### src/rtl/isrc_bank.sv
module isrc_bank #(
  parameter int NSRC = 16,
  parameter int SRVW = 8,
  parameter int NUMW = 16,
  parameter logic [NUMW-1:0] BASE = 16'h1000,
  parameter logic [NSRC-1:0] LSI_MASK = 16'hFF00,
  localparam int IDXW = $clog2(NSRC)
) (
  input  logic            clk,
  input  logic            rst_n,
  input  logic [NSRC-1:0] msi_evt,
  input  logic [NSRC-1:0] lvl_in,
  input  logic            cfg_we,
  input  logic [IDXW-1:0] cfg_idx,
  input  logic [SRVW-1:0] cfg_server,
  input  logic [7:0]      cfg_prio,
  input  logic [7:0]      cfg_saved,
  input  logic            rej_vld,
  input  logic [NUMW-1:0] rej_num,
  input  logic            eoi_vld,
  input  logic [NUMW-1:0] eoi_num,
  input  logic            resend_req,
  output logic            offer_vld,
  output logic [NUMW-1:0] offer_num,
  output logic [SRVW-1:0] offer_server,
  output logic [7:0]      offer_prio,
  input  logic [IDXW-1:0] rd_idx,
  output logic [SRVW-1:0] rd_server,
  output logic [7:0]      rd_prio,
  output logic [7:0]      rd_saved,
  output logic [3:0]      rd_stat
);
  localparam logic [NUMW-1:0] NSRC_N = NUMW'(NSRC);
  localparam logic [IDXW-1:0] LAST = IDXW'(NSRC - 1);

  logic [SRVW-1:0] srv [NSRC];
  logic [7:0]      pri [NSRC];
  logic [7:0]      sav [NSRC];
  logic [NSRC-1:0] asrt, sent, rejd, mpnd, q;
  logic [NSRC-1:0] nx_asrt, nx_sent, nx_rejd, nx_mpnd, nx_q;
  logic            scan_on;
  logic [IDXW-1:0] scan_ix;
  logic [IDXW-1:0] pick;

  wire q_any = |q;
  wire [NUMW-1:0] rej_loc = rej_num - BASE;
  wire [NUMW-1:0] eoi_loc = eoi_num - BASE;
  wire rej_in = rej_vld && (rej_num >= BASE) && (rej_loc < NSRC_N);
  wire eoi_in = eoi_vld && (eoi_num >= BASE) && (eoi_loc < NSRC_N);
  wire [IDXW-1:0] rej_ix = rej_loc[IDXW-1:0];
  wire [IDXW-1:0] eoi_ix = eoi_loc[IDXW-1:0];
  wire unused_ok = ^(msi_evt & LSI_MASK) ^ ^(lvl_in & ~LSI_MASK);

  always_comb begin
    pick = '0;
    for (int k = NSRC - 1; k >= 0; k--)
      if (q[k]) pick = IDXW'(k);
  end

  for (genvar g = 0; g < NSRC; g++) begin : g_src
    localparam logic [IDXW-1:0] GI = IDXW'(g);
    wire       cfg_hit  = cfg_we && (cfg_idx == GI);
    wire [7:0] pn       = cfg_hit ? cfg_prio : pri[g];
    wire       on       = (pn != 8'hFF);
    wire       scan_hit = scan_on && (scan_ix == GI);
    wire       rj       = rej_in && (rej_ix == GI);
    wire       eo       = eoi_in && (eoi_ix == GI);
    wire       tk       = q_any && (pick == GI);
    if (LSI_MASK[g]) begin : g_lvl
      wire sent_c = sent[g] & ~rj & ~eo;
      wire trig   = (lvl_in[g] != asrt[g]) | cfg_hit | scan_hit;
      wire fire   = trig & on & lvl_in[g] & ~sent_c;
      assign nx_asrt[g] = lvl_in[g];
      assign nx_sent[g] = sent_c | fire;
      assign nx_rejd[g] = 1'b0;
      assign nx_mpnd[g] = 1'b0;
      assign nx_q[g]    = (q[g] & ~tk) | fire;
    end else begin : g_msg
      wire rel = cfg_hit & mpnd[g] & on;
      wire rs  = scan_hit & rejd[g] & on;
      assign nx_asrt[g] = 1'b0;
      assign nx_sent[g] = 1'b0;
      assign nx_rejd[g] = (rejd[g] & ~scan_hit) | rj;
      assign nx_mpnd[g] = (mpnd[g] & ~rel) | (msi_evt[g] & ~on);
      assign nx_q[g]    = (q[g] & ~tk) | (msi_evt[g] & on) | rel | rs;
    end
  end

  always_ff @(posedge clk or negedge rst_n) begin
    if (!rst_n) begin
      for (int k = 0; k < NSRC; k++) begin
        srv[k] <= '0;
        pri[k] <= 8'hFF;
        sav[k] <= 8'hFF;
      end
    end else if (cfg_we) begin
      srv[cfg_idx] <= cfg_server;
      pri[cfg_idx] <= cfg_prio;
      sav[cfg_idx] <= cfg_saved;
    end
  end

  always_ff @(posedge clk or negedge rst_n) begin
    if (!rst_n) begin
      asrt <= '0;
      sent <= '0;
      rejd <= '0;
      mpnd <= '0;
      q    <= '0;
    end else begin
      asrt <= nx_asrt;
      sent <= nx_sent;
      rejd <= nx_rejd;
      mpnd <= nx_mpnd;
      q    <= nx_q;
    end
  end

  always_ff @(posedge clk or negedge rst_n) begin
    if (!rst_n) begin
      scan_on <= 1'b0;
      scan_ix <= '0;
    end else if (resend_req) begin
      scan_on <= 1'b1;
      scan_ix <= '0;
    end else if (scan_on) begin
      scan_on <= (scan_ix != LAST);
      scan_ix <= scan_ix + 1'b1;
    end
  end

  always_ff @(posedge clk or negedge rst_n) begin
    if (!rst_n) begin
      offer_vld    <= 1'b0;
      offer_num    <= '0;
      offer_server <= '0;
      offer_prio   <= 8'hFF;
    end else begin
      offer_vld    <= q_any;
      offer_num    <= BASE + NUMW'(pick);
      offer_server <= srv[pick];
      offer_prio   <= pri[pick];
    end
  end

  assign rd_server = srv[rd_idx];
  assign rd_prio   = pri[rd_idx];
  assign rd_saved  = sav[rd_idx];
  assign rd_stat   = {mpnd[rd_idx], rejd[rd_idx], sent[rd_idx], asrt[rd_idx] ^ (unused_ok & 1'b0)};
endmodule

### config.mk
export PLATFORM = sky130hd
export DESIGN_NAME = isrc_bank
export DESIGN_NICKNAME = d
export VERILOG_FILES = /design/src/rtl/isrc_bank.sv
export SDC_FILE = /design/constraint.sdc
export NUM_CORES = 1
export LEC_CHECK = 0
export ABC_AREA = 1
export BUFFER_PORTS_ARGS = -buffer_cell sky130_fd_sc_hd__buf_2
export CAP_MARGIN = 5
export CELL_PAD_IN_SITES_DETAIL_PLACEMENT = 0
export CELL_PAD_IN_SITES_GLOBAL_PLACEMENT = 1
export CORE_ASPECT_RATIO = 2
export CORE_MARGIN = 2
export CORE_UTILIZATION = 45
export CTS_BUF_LIST = sky130_fd_sc_hd__clkbuf_4
export DETAILED_ROUTE_END_ITERATION = 10
export PLACE_DENSITY = 0.77
export SYNTH_ARGS = -nofsm -noshare
export SYNTH_HDL_FRONTEND = slang
export SYNTH_SLANG_ARGS = --single-unit
### constraint.sdc
create_clock -name clk -period 2.5 [get_ports clk]
set_input_delay 0.125 -clock clk [delete_from_list [all_inputs] [get_ports clk]]
set_output_delay 0.125 -clock clk [all_outputs]
set_load 0.03 [all_outputs]
After elaboration in Yosys (flattened, before gate mapping)
Index checks and enable logic that the tools add are counted.

$add $sub $neg: 4. Multipliers: 0. Div/mod/pow operators: 0. Order comparisons: 9. Equality and inequality tests: 93. Shift-type cells: 0. Mux-type cells: 64. Bitwise gates (word level): 259. Reduce and logical (&&, ||, !) cells: 83.

Operators with widths (number): bitwise mux 128 bit (3); 2-to-1 mux 8 bit (27); binary-select mux 8 bit (select 4 bit) (5); == test 4 bit (second input constant) (40); inequality test 8 bit (second input constant) (16); AND 1 bit (120); logical AND 1 bit (77); 2-to-1 mux 4 bit (18); bitwise OR 1 bit (72); == test 4 x 3 -> 1 bit (second input constant) (16); inverter 1 bit (64); demux 8 bit (select 4 bit) (1); == test 4 x 2 -> 1 bit (second input constant) (8); greater-or-equal comparator 16 x 13 -> 1 bit (second input constant) (2); less-than comparator 16 x 5 -> 1 bit (second input constant) (2); subtractor 16 x 13 -> 16 bit (second input constant) (2); binary-select mux 1 bit (select 4 bit) (4); == test 4 x 1 -> 1 bit (second input constant) (4); zero test 4 bit (4); OR reduction 16 bit (1); greater-or-equal comparator 5 bit (second input constant) (3); inverter 4 -> 5 bit (3); adder 13 x 4 -> 14 bit (first input constant) (1); inequality test 1 bit (8); 6 further kinds (11).

Flip-flop bits (word level): 468. Bits in latches: 0. Memory bits (writable): 0. ROM bits: 0. Output and inout port bits: 61. Word-level logic and storage cells: 571. Memories: 0.

Longest topological paths before layout
Gate-level depths: netlist (run 1).

Depth in word-level cells: 23. Depth in mapped cells: 24. Gate-level depth less buffers: 22.

Least setup slack after synthesis (run 1)
Ideal clock, no wire load.

Path type: input -> output. Start: input rd_idx[0]. End: output rd_stat[1]. Arrival: 1.737 ns. Data required time: 2.375 ns. Path slack: 0.638 ns. Stages: 8. Path through: clkbuf_1 -> inv_1 -> clkbuf_1 -> clkbuf_1 -> nor2_1 -> o22ai_1 -> o21ai_0 -> a31oi_1.

Longest elaborated chain between the ends: 2.

Ends and longest elaborated chain: from (decl) (line 27) `input logic [IDXW-1:0] rd_idx,`; binary-select mux 1 bit (select 4 bit) (line 149) `assign rd_stat = {mpnd[rd_idx], rejd[rd_idx], sent[rd_idx], asrt[rd_idx] ^ (unused_ok & 1'b0)};`; 2-to-1 mux 1 bit (not written as such) (line 149); to (decl) (line 31) `output logic [3:0] rd_stat`.

No other way between the ends. The select of a mux whose other input is x is not followed.

Worst setup path after layout (run 1)
Start: register pri[75] in the netlist's numbering. End: output rd_prio[3].

Longest elaborated chain between the ends: 3.

Ends and longest elaborated chain: from (decl) (line 37) `logic [7:0] pri [NSRC];`; from (signal, indexed assignment) (line 98) `pri[cfg_idx] <= cfg_prio;`; binary-select mux 8 bit (select 4 bit) (line 147) `assign rd_prio = pri[rd_idx];`; 2-to-1 mux 8 bit (not written as such) (2 in a row) (line 147); to (decl) (line 29) `output logic [7:0] rd_prio,`.

No other way between the ends. The select of a mux whose other input is x is not followed.

==> metrics.txt, run 1 <==
synthesized area per cell=7.60 sq um; Slew HR=0.546; starting density of the core=0.455; WHS Path Cells=4; I/O Buffers=approximately 140; status=finished, violations left; CTS H-Tree Depth=3; 1st-pass router iterations=8; chip width=170 um; Reg2Reg Depth=23; DR vias=about 25k; failing checks=setup timing; clock group share of total power=0.297; RSZ-0062 raised after global routing=yes; Pins Over Slew Limit=0; flop-to-flop setup slack=about 0.18 ns; Cells after Synth=3258; CTS Buf Count=between 100 and 150; CTS root buf=clkbuf_4; Syn. warnings=0; Peak Freq=397 MHz; Avg WL per Cell=approximately 24 um; sequential share of power=0.481; combinational power share=0.222; share of cells above drive strength 1=0.229; #FFs+latches synth=459; dpl cell area=26600 sq um; Placer Congestion=0.943; cell internal pwr=14.5 mW; Hold EP=q[5]; most common cell after layout, fill and taps aside=nand2_1; FP Rows=approximately 120; Max Clock Skew=0.0414 ns; post-route cell area=29600 sq um; worst-skew pair later-pin latency=0.89 ns; switching power share of the total=0.338; Worst Hold Class=input pin to register; final setup TNS=-0.0201 ns; initial DRC count=between 2k and 3k; initial antenna violation count=1; WP data arrival=about 2.4 ns; Worst Slack Setup Final=-0.0201 ns; Hold Path Origin=msi_evt[5]; PwrDens=743 nW/um^2; largest net degree at the start of global routing=86; CTS tree=built; DRC Markers=0; die height=336 um; worst r2r dst=offer_prio[6]; Global Route Usage Sum=0.348; commonest non-fill, non-tap cells in the layout=nand2_1, o21ai_0, nand3_1, dfstp_2, inv_1; leakage=13.2 nW; Detail Route Antenna Nets=0; Core Area=54400 sq um; vias in the first global route=roughly 25k; Setup CP Type=register to output pin; Final Power=22.0 mW; DIE AREA=around 57000 sq um; clock-pin slew on the worst setup and hold paths=approximately 0.080 ns; Worst setup SP type=register; area growth from synthesis to final layout=19.5%; placed wire-length estimate=64.8 mm; CP required=between 2 and 2.5 ns; final hold violations=0; remaining global-route overflow=0; Net Switching=around 7.4 mW; post-route minimum period=2.52 ns; Final period util=1.01; first-pass GRT wire length=149 mm; post-synthesis sequential area ratio=0.477; max-cap violations=0; worst-path maximum fanout=2; Least-Margin Pin Slew=around 0.68 ns; Synth cell types=38; Max rail drop VDD=0.441 mV; synthesized cell area=about 25000 sq um; crit end category=output pin; Max Buffers Root-to-Sink=3; Nets=3597; Routed WL=101 mm; RR Startpoint=q[14]; Clock Sinks=459; final setup violation count=1; DR vias/cell=5.95; top-level I/O count=163
[metal layers]
layer | global-route usage | wire length [um] | part of all wire
met5 | 0 | 0 | 0
met1 | 0.401 | 36200 | 0.36
met2 | 0.572 | 48400 | 0.48
met3 | 0.0573 | 7770 | 0.077
met4 | 0.274 | 8760 | 0.087
[kinds of logic after synthesis]
family | share of synthesized area
simple gates | 0.242
compound gates | 0.181
buf+inv | 0.0970
flops | 0.477
fa+ha+maj | 0.00202
other cells | 0.000303
[per-stage QoR]
stage,cells,utilization,setup slack [ns],hold WS (ns)
floorplan,3268,-,0.638,-0.171
global placement,3940,0.490,0.0435,0.172
detailed placement,3940,0.490,-0.00389,0.170
CTS,4246,0.537,-0.0918,0.0152
global route,4262,0.544,-0.105,0.0543
finish,4262,0.544,-0.0201,0.0645
[state kept, by name, summed over array words and instances, names as in the netlist, 16 cells and up]
signal	flops
pri	128
sav	128
srv	128
q	16
[critical path, cell delays in order (launching register included)]
cell and delay [ns]:
dfstp_2 0.55, o21ai_1 0.06, o221ai_1 0.25, o211ai_1 0.31, nand2_2 0.21, buf_6 0.15
[synth_stat cells (all sizes together)]
cell | number | area share
nand4 | 148 | 0.037
o31ai | 3 | 0.00091
clkinv | 24 | 0.0036
o211ai | 20 | 0.0061
nor2 | 181 | 0.028
dfrtp | 195 | 0.20
and3 | 3 | 0.00076
o21ai | 647 | 0.13
inv | 283 | 0.043
o221ai | 41 | 0.015
buf | 104 | 0.024
a31oi | 5 | 0.0013
ha | 4 | 0.0020
o22ai | 11 | 0.0028
dfstp | 264 | 0.28
nand3 | 304 | 0.063
nor3 | 12 | 0.0026
nor4 | 2 | 0.00076
nand3b | 3 | 0.00091
a21oi | 115 | 0.023
nand2 | 710 | 0.11
a41oi | 1 | 0.00035
clkbuf | 173 | 0.026
conb | 2 | 0.00030
a22oi | 3 | 0.00091
[what timing repair did]
| item | 4_1_cts | 5_1_grt |
|---|---|---|
| resized for setup | 23 | 37 |
| setup endpoints to repair | 8 | 37 |
| buffers inserted | 2 | 5 |
| hold endpoints to repair | 784 | 0 |
| pin swaps | 11 | 17 |
| hold buffers | 97 | 0 |
| gates cloned | 0 | 11 |
[area by class of cell]
| cell class | instances | area (sq um) |
|---|---|---|
| Inverter | 307 | 1170 |
| Antenna cell | 1 | 2.50 |
| Timing Repair Buffer | 385 | 3500 |
| Clock buffer | 174 | 1310 |
| Clock inverter | 33 | 154 |
| Sequential cell | 459 | 11800 |
| Multi-Input combinational cell | 2227 | 10800 |
| Fill cell | 5340 | 24800 |
| Tap cell | 676 | 846 |
[worst max path at each step]
stage | start | endpoint | cells past startpoint | slack, ns
after floorplan | rd_idx[0] | rd_stat[1] | 8 | 0.64
after global placement | cfg_idx[1] | q[14] | 12 | 0.04
after detailed placement | cfg_idx[1] | q[14] | 12 | -0.004
after CTS | pri[75] | rd_prio[3] | 5 | -0.09
after global routing | pri[75] | rd_prio[3] | 5 | -0.10
final | pri[75] | rd_prio[3] | 5 | -0.02
[power by group through the flow]
stage               Clock, mW  Sequential [mW]  Combinational [mW]
floorplan                   0             10.4                2.83
global placement            0             10.6                4.36
detailed placement          0             10.6                4.47
CTS                      6.64             10.5                4.69
global route             7.03             10.7                5.41
finish                   6.51             10.6                4.88
Note: power is estimated with default switching activity, not from simulation.
==> run 2: changes to the inputs <==
--- a/config.mk
+++ b/config.mk
@@ -15,7 +15,7 @@
 export CORE_UTILIZATION = 45
 export CTS_BUF_LIST = sky130_fd_sc_hd__clkbuf_4
 export DETAILED_ROUTE_END_ITERATION = 10
-export PLACE_DENSITY = 0.77
+export PLACE_DENSITY = 0.84
 export SYNTH_ARGS = -nofsm -noshare
 export SYNTH_HDL_FRONTEND = slang
 export SYNTH_SLANG_ARGS = --single-unit
==> constraint.sdc (replaced) <==
create_clock -name clk -period 2.5 [get_ports clk]
set_input_delay 0.5 -clock clk [delete_from_list [all_inputs] [get_ports clk]]
set_output_delay 0.5 -clock clk [all_outputs]
set_load 0.03 [all_outputs]
==> run 2 against run 1 <==
Compared with the run above:
- the run still ends with setup timing left
- clock power shrank 0.9%
- die area is the same
- non-clock buffer count rose by 63
- setup slack lost 0.27 ns
- sequential share of layout area fell by 1.2 points
- worst hold slack got worse by 0.012 ns
- cell count rose by 1.4%
==> metrics.txt, run 2 (synthesis gave the netlist of run 1 again) <==
status=finished, violations left; failing checks=setup timing; crit end category=output pin; Layout Cells excl Fill=4321 (+1.4%); Global Route Usage Sum=0.345 (-0.00319); Min Hold Slack=0.0528 ns (-0.0117 ns); share of cells above drive strength 1=0.289 (+0.0599); I/O Buffers=135 (unchanged); placed wire-length estimate=67.0 mm (+3.4%); commonest non-fill, non-tap cells in the layout=nand2_1, o21ai_0, nand3_1, dfstp_2, inv_1; most common cell after layout, fill and taps aside=nand2_1; Nets=3656 (+1.6%); Worst Slack Setup Final=-0.288 ns (-0.268 ns); DR vias=25.9k (+2.0%); Slowest Stage Delay on Critical Path=0.55 ns (about the same); Least-Margin Pin Slew=0.597 ns (-0.0832 ns); leakage=13.6 nW (+2.7%); Worst setup SP type=register; M1 GR Usage=0.385 (-0.0156); DRC Markers=0 (unchanged); CP Depth=7 (+2); Max rail drop VDD=0.510 mV (+16%); Peak Freq=359 MHz (-9.6%); PwrDens=734 nW/um^2 (-1.2%); area growth from synthesis to final layout=23.2%; Final Util=0.561 (+0.0171); Pins Over Slew Limit=0 (unchanged); Critical-path top delay cell=dfstp_2; sum of buffers and inverters on the critical path=2 (+1); initial antenna violation count=3 (+2); Setup CP Type=register to output pin; Worst Hold Class=input pin to register; die height=336 um (unchanged); 1st-pass router iterations=6 (-2); Core Area=54400 sq um (unchanged); grt met3 use=0.0628 (+0.00554); max-cap violations=0 (unchanged); DIE AREA=57000 sq um (unchanged); Crit path max-delay family=flip-flops; Placer Congestion=0.968 (+2.6%); starting density of the core=0.455 (unchanged); Slew HR=0.601 (+0.0555); clock-pin slew on the worst setup and hold paths=0.09 ns (about the same); Placed Cells=4040 (+2.5%); CP required=2.00 ns (-0.38 ns); Reg2Reg Depth=24 (+4.3%); worst-skew pair later-pin latency=0.93 ns (+0.04 ns); final setup violation count=18 (+17); Max Clock Skew=0.0727 ns (+0.0313 ns); busiest grt layer=met2; CTS tree=built; initial DRC count=2455 (-9.1%); chip width=170 um (unchanged); FP Rows=121 (unchanged); Clock Sinks=459 (unchanged); WP data arrival=2.29 ns (-0.11 ns); first-pass GRT wire length=148 mm (-0.49%); RSZ-0062 raised after global routing=yes; Detail Route Antenna Nets=0 (unchanged); Avg WL per Cell=22.9 um (-3.5%); CTS H-Tree Depth=3 (unchanged); final setup TNS=-2.67 ns (-2.65 ns); Max Buffers Root-to-Sink=3 (unchanged); CTS Buf Count=109 (-1.8%); largest registers=pri (128), sav (128), srv (128); Routed WL=98.8 mm (-2.2%); final hold violations=0 (unchanged); GR Util met2=0.570 (-0.00139); worst-path maximum fanout=2 (unchanged); remaining global-route overflow=0 (unchanged); vias in the first global route=25.6k (+1.8%); WHS Path Cells=4 (unchanged); Final period util=1.12 (+0.107); top-level I/O count=163 (unchanged); CTS root buf=clkbuf_4; DR vias/cell=5.98 (+0.64%); CP cell instances=inv_2 -> a21oi_2 -> o21ai_1 -> o211ai_1 -> nand3_2 -> nand2_2 -> buf_6; post-route minimum period=2.79 ns (+0.268 ns); largest net degree at the start of global routing=74 (-14%)
[run 2: cell count changes in the layout (fill, tap and decap cells not counted), sizes merged]
cell / previous run / this run
buf: 279 / 399
clkbuf: 185 / 157
dlymetal6s4s: 1 / 0
nand2: 711 / 710
clkinv: 54 / 66
diode: 1 / 4
inv: 285 / 282
bufinv: 1 / 3
dlygate4sd3: 94 / 47
nor2: 182 / 181
clkinvlp: 0 / 3
[run 2: area by class of cell]
class | count | area, sq um
inverter | 307 | 1160
sequential | 459 | 11800
multi-input combinational | 2225 | 11200
antenna | 4 | 10.0
clock inverter | 47 | 282
timing repair buffer | 448 | 4030
clock buffer | 155 | 1160
fill | 5086 | 23900
tap | 676 | 846
[run 2: tightest hold or removal path: cells and delay by family]
| kind | cells | cell delay [ns] |
|---|---|---|
| simple gates | 1 | 0.08 |
| buf+inv | 2 | 0.30 |
| compound gates | 1 | 0.10 |
[run 2: final timing paths]
check,from,to,slack [ns]
max,pri[23],rd_prio[7],-0.29
min in group asynchronous,rst_n,mpnd[1],0.07
min,cfg_prio[0],pri[8],0.05
max reg2reg,q[14],offer_prio[6],0.13
min reg2reg,sav[75],sav[75],0.49
max in group asynchronous,rst_n,sav[116],1.54
[run 2: metal layers]
layer / vias up / routed length (um) / share of wire
met5: - / 12 / 0.00012
met4: 2 / 9250 / 0.094
met3: 471 / 7410 / 0.075
met2: 1436 / 47500 / 0.48
met1: 12378 / 34700 / 0.35
li1: 11572 / - / -
[run 2: timing repair]
item | 4_1_cts | 5_1_grt
gates resized for setup | 165 | 187
hold buffers | 47 | 0
pin swaps | 78 | 104
buffers inserted | 13 | 14
endpoints found under the setup margin | 28 | 41
endpoints found under the hold margin | 234 | 0
gates cloned | 0 | 2
[run 2: through the flow]
step	instance area, sq um	power (mW)	setup slack, ns
after floorplan	24800	13.2	0.0285
after global placement	27600	15.1	-0.131
after detailed placement	27600	15.3	-0.202
after CTS	30000	22.1	-0.282
after global routing	30500	23.6	-0.303
final	30500	22.4	-0.288
[run 2: report_power, final]
part / switching (mW) / internal [mW]
Sequential: 1.03 / 9.56
Clock: 3.26 / 3.18
Combinational: 3.34 / 2.03
Total: 7.63 / 14.8
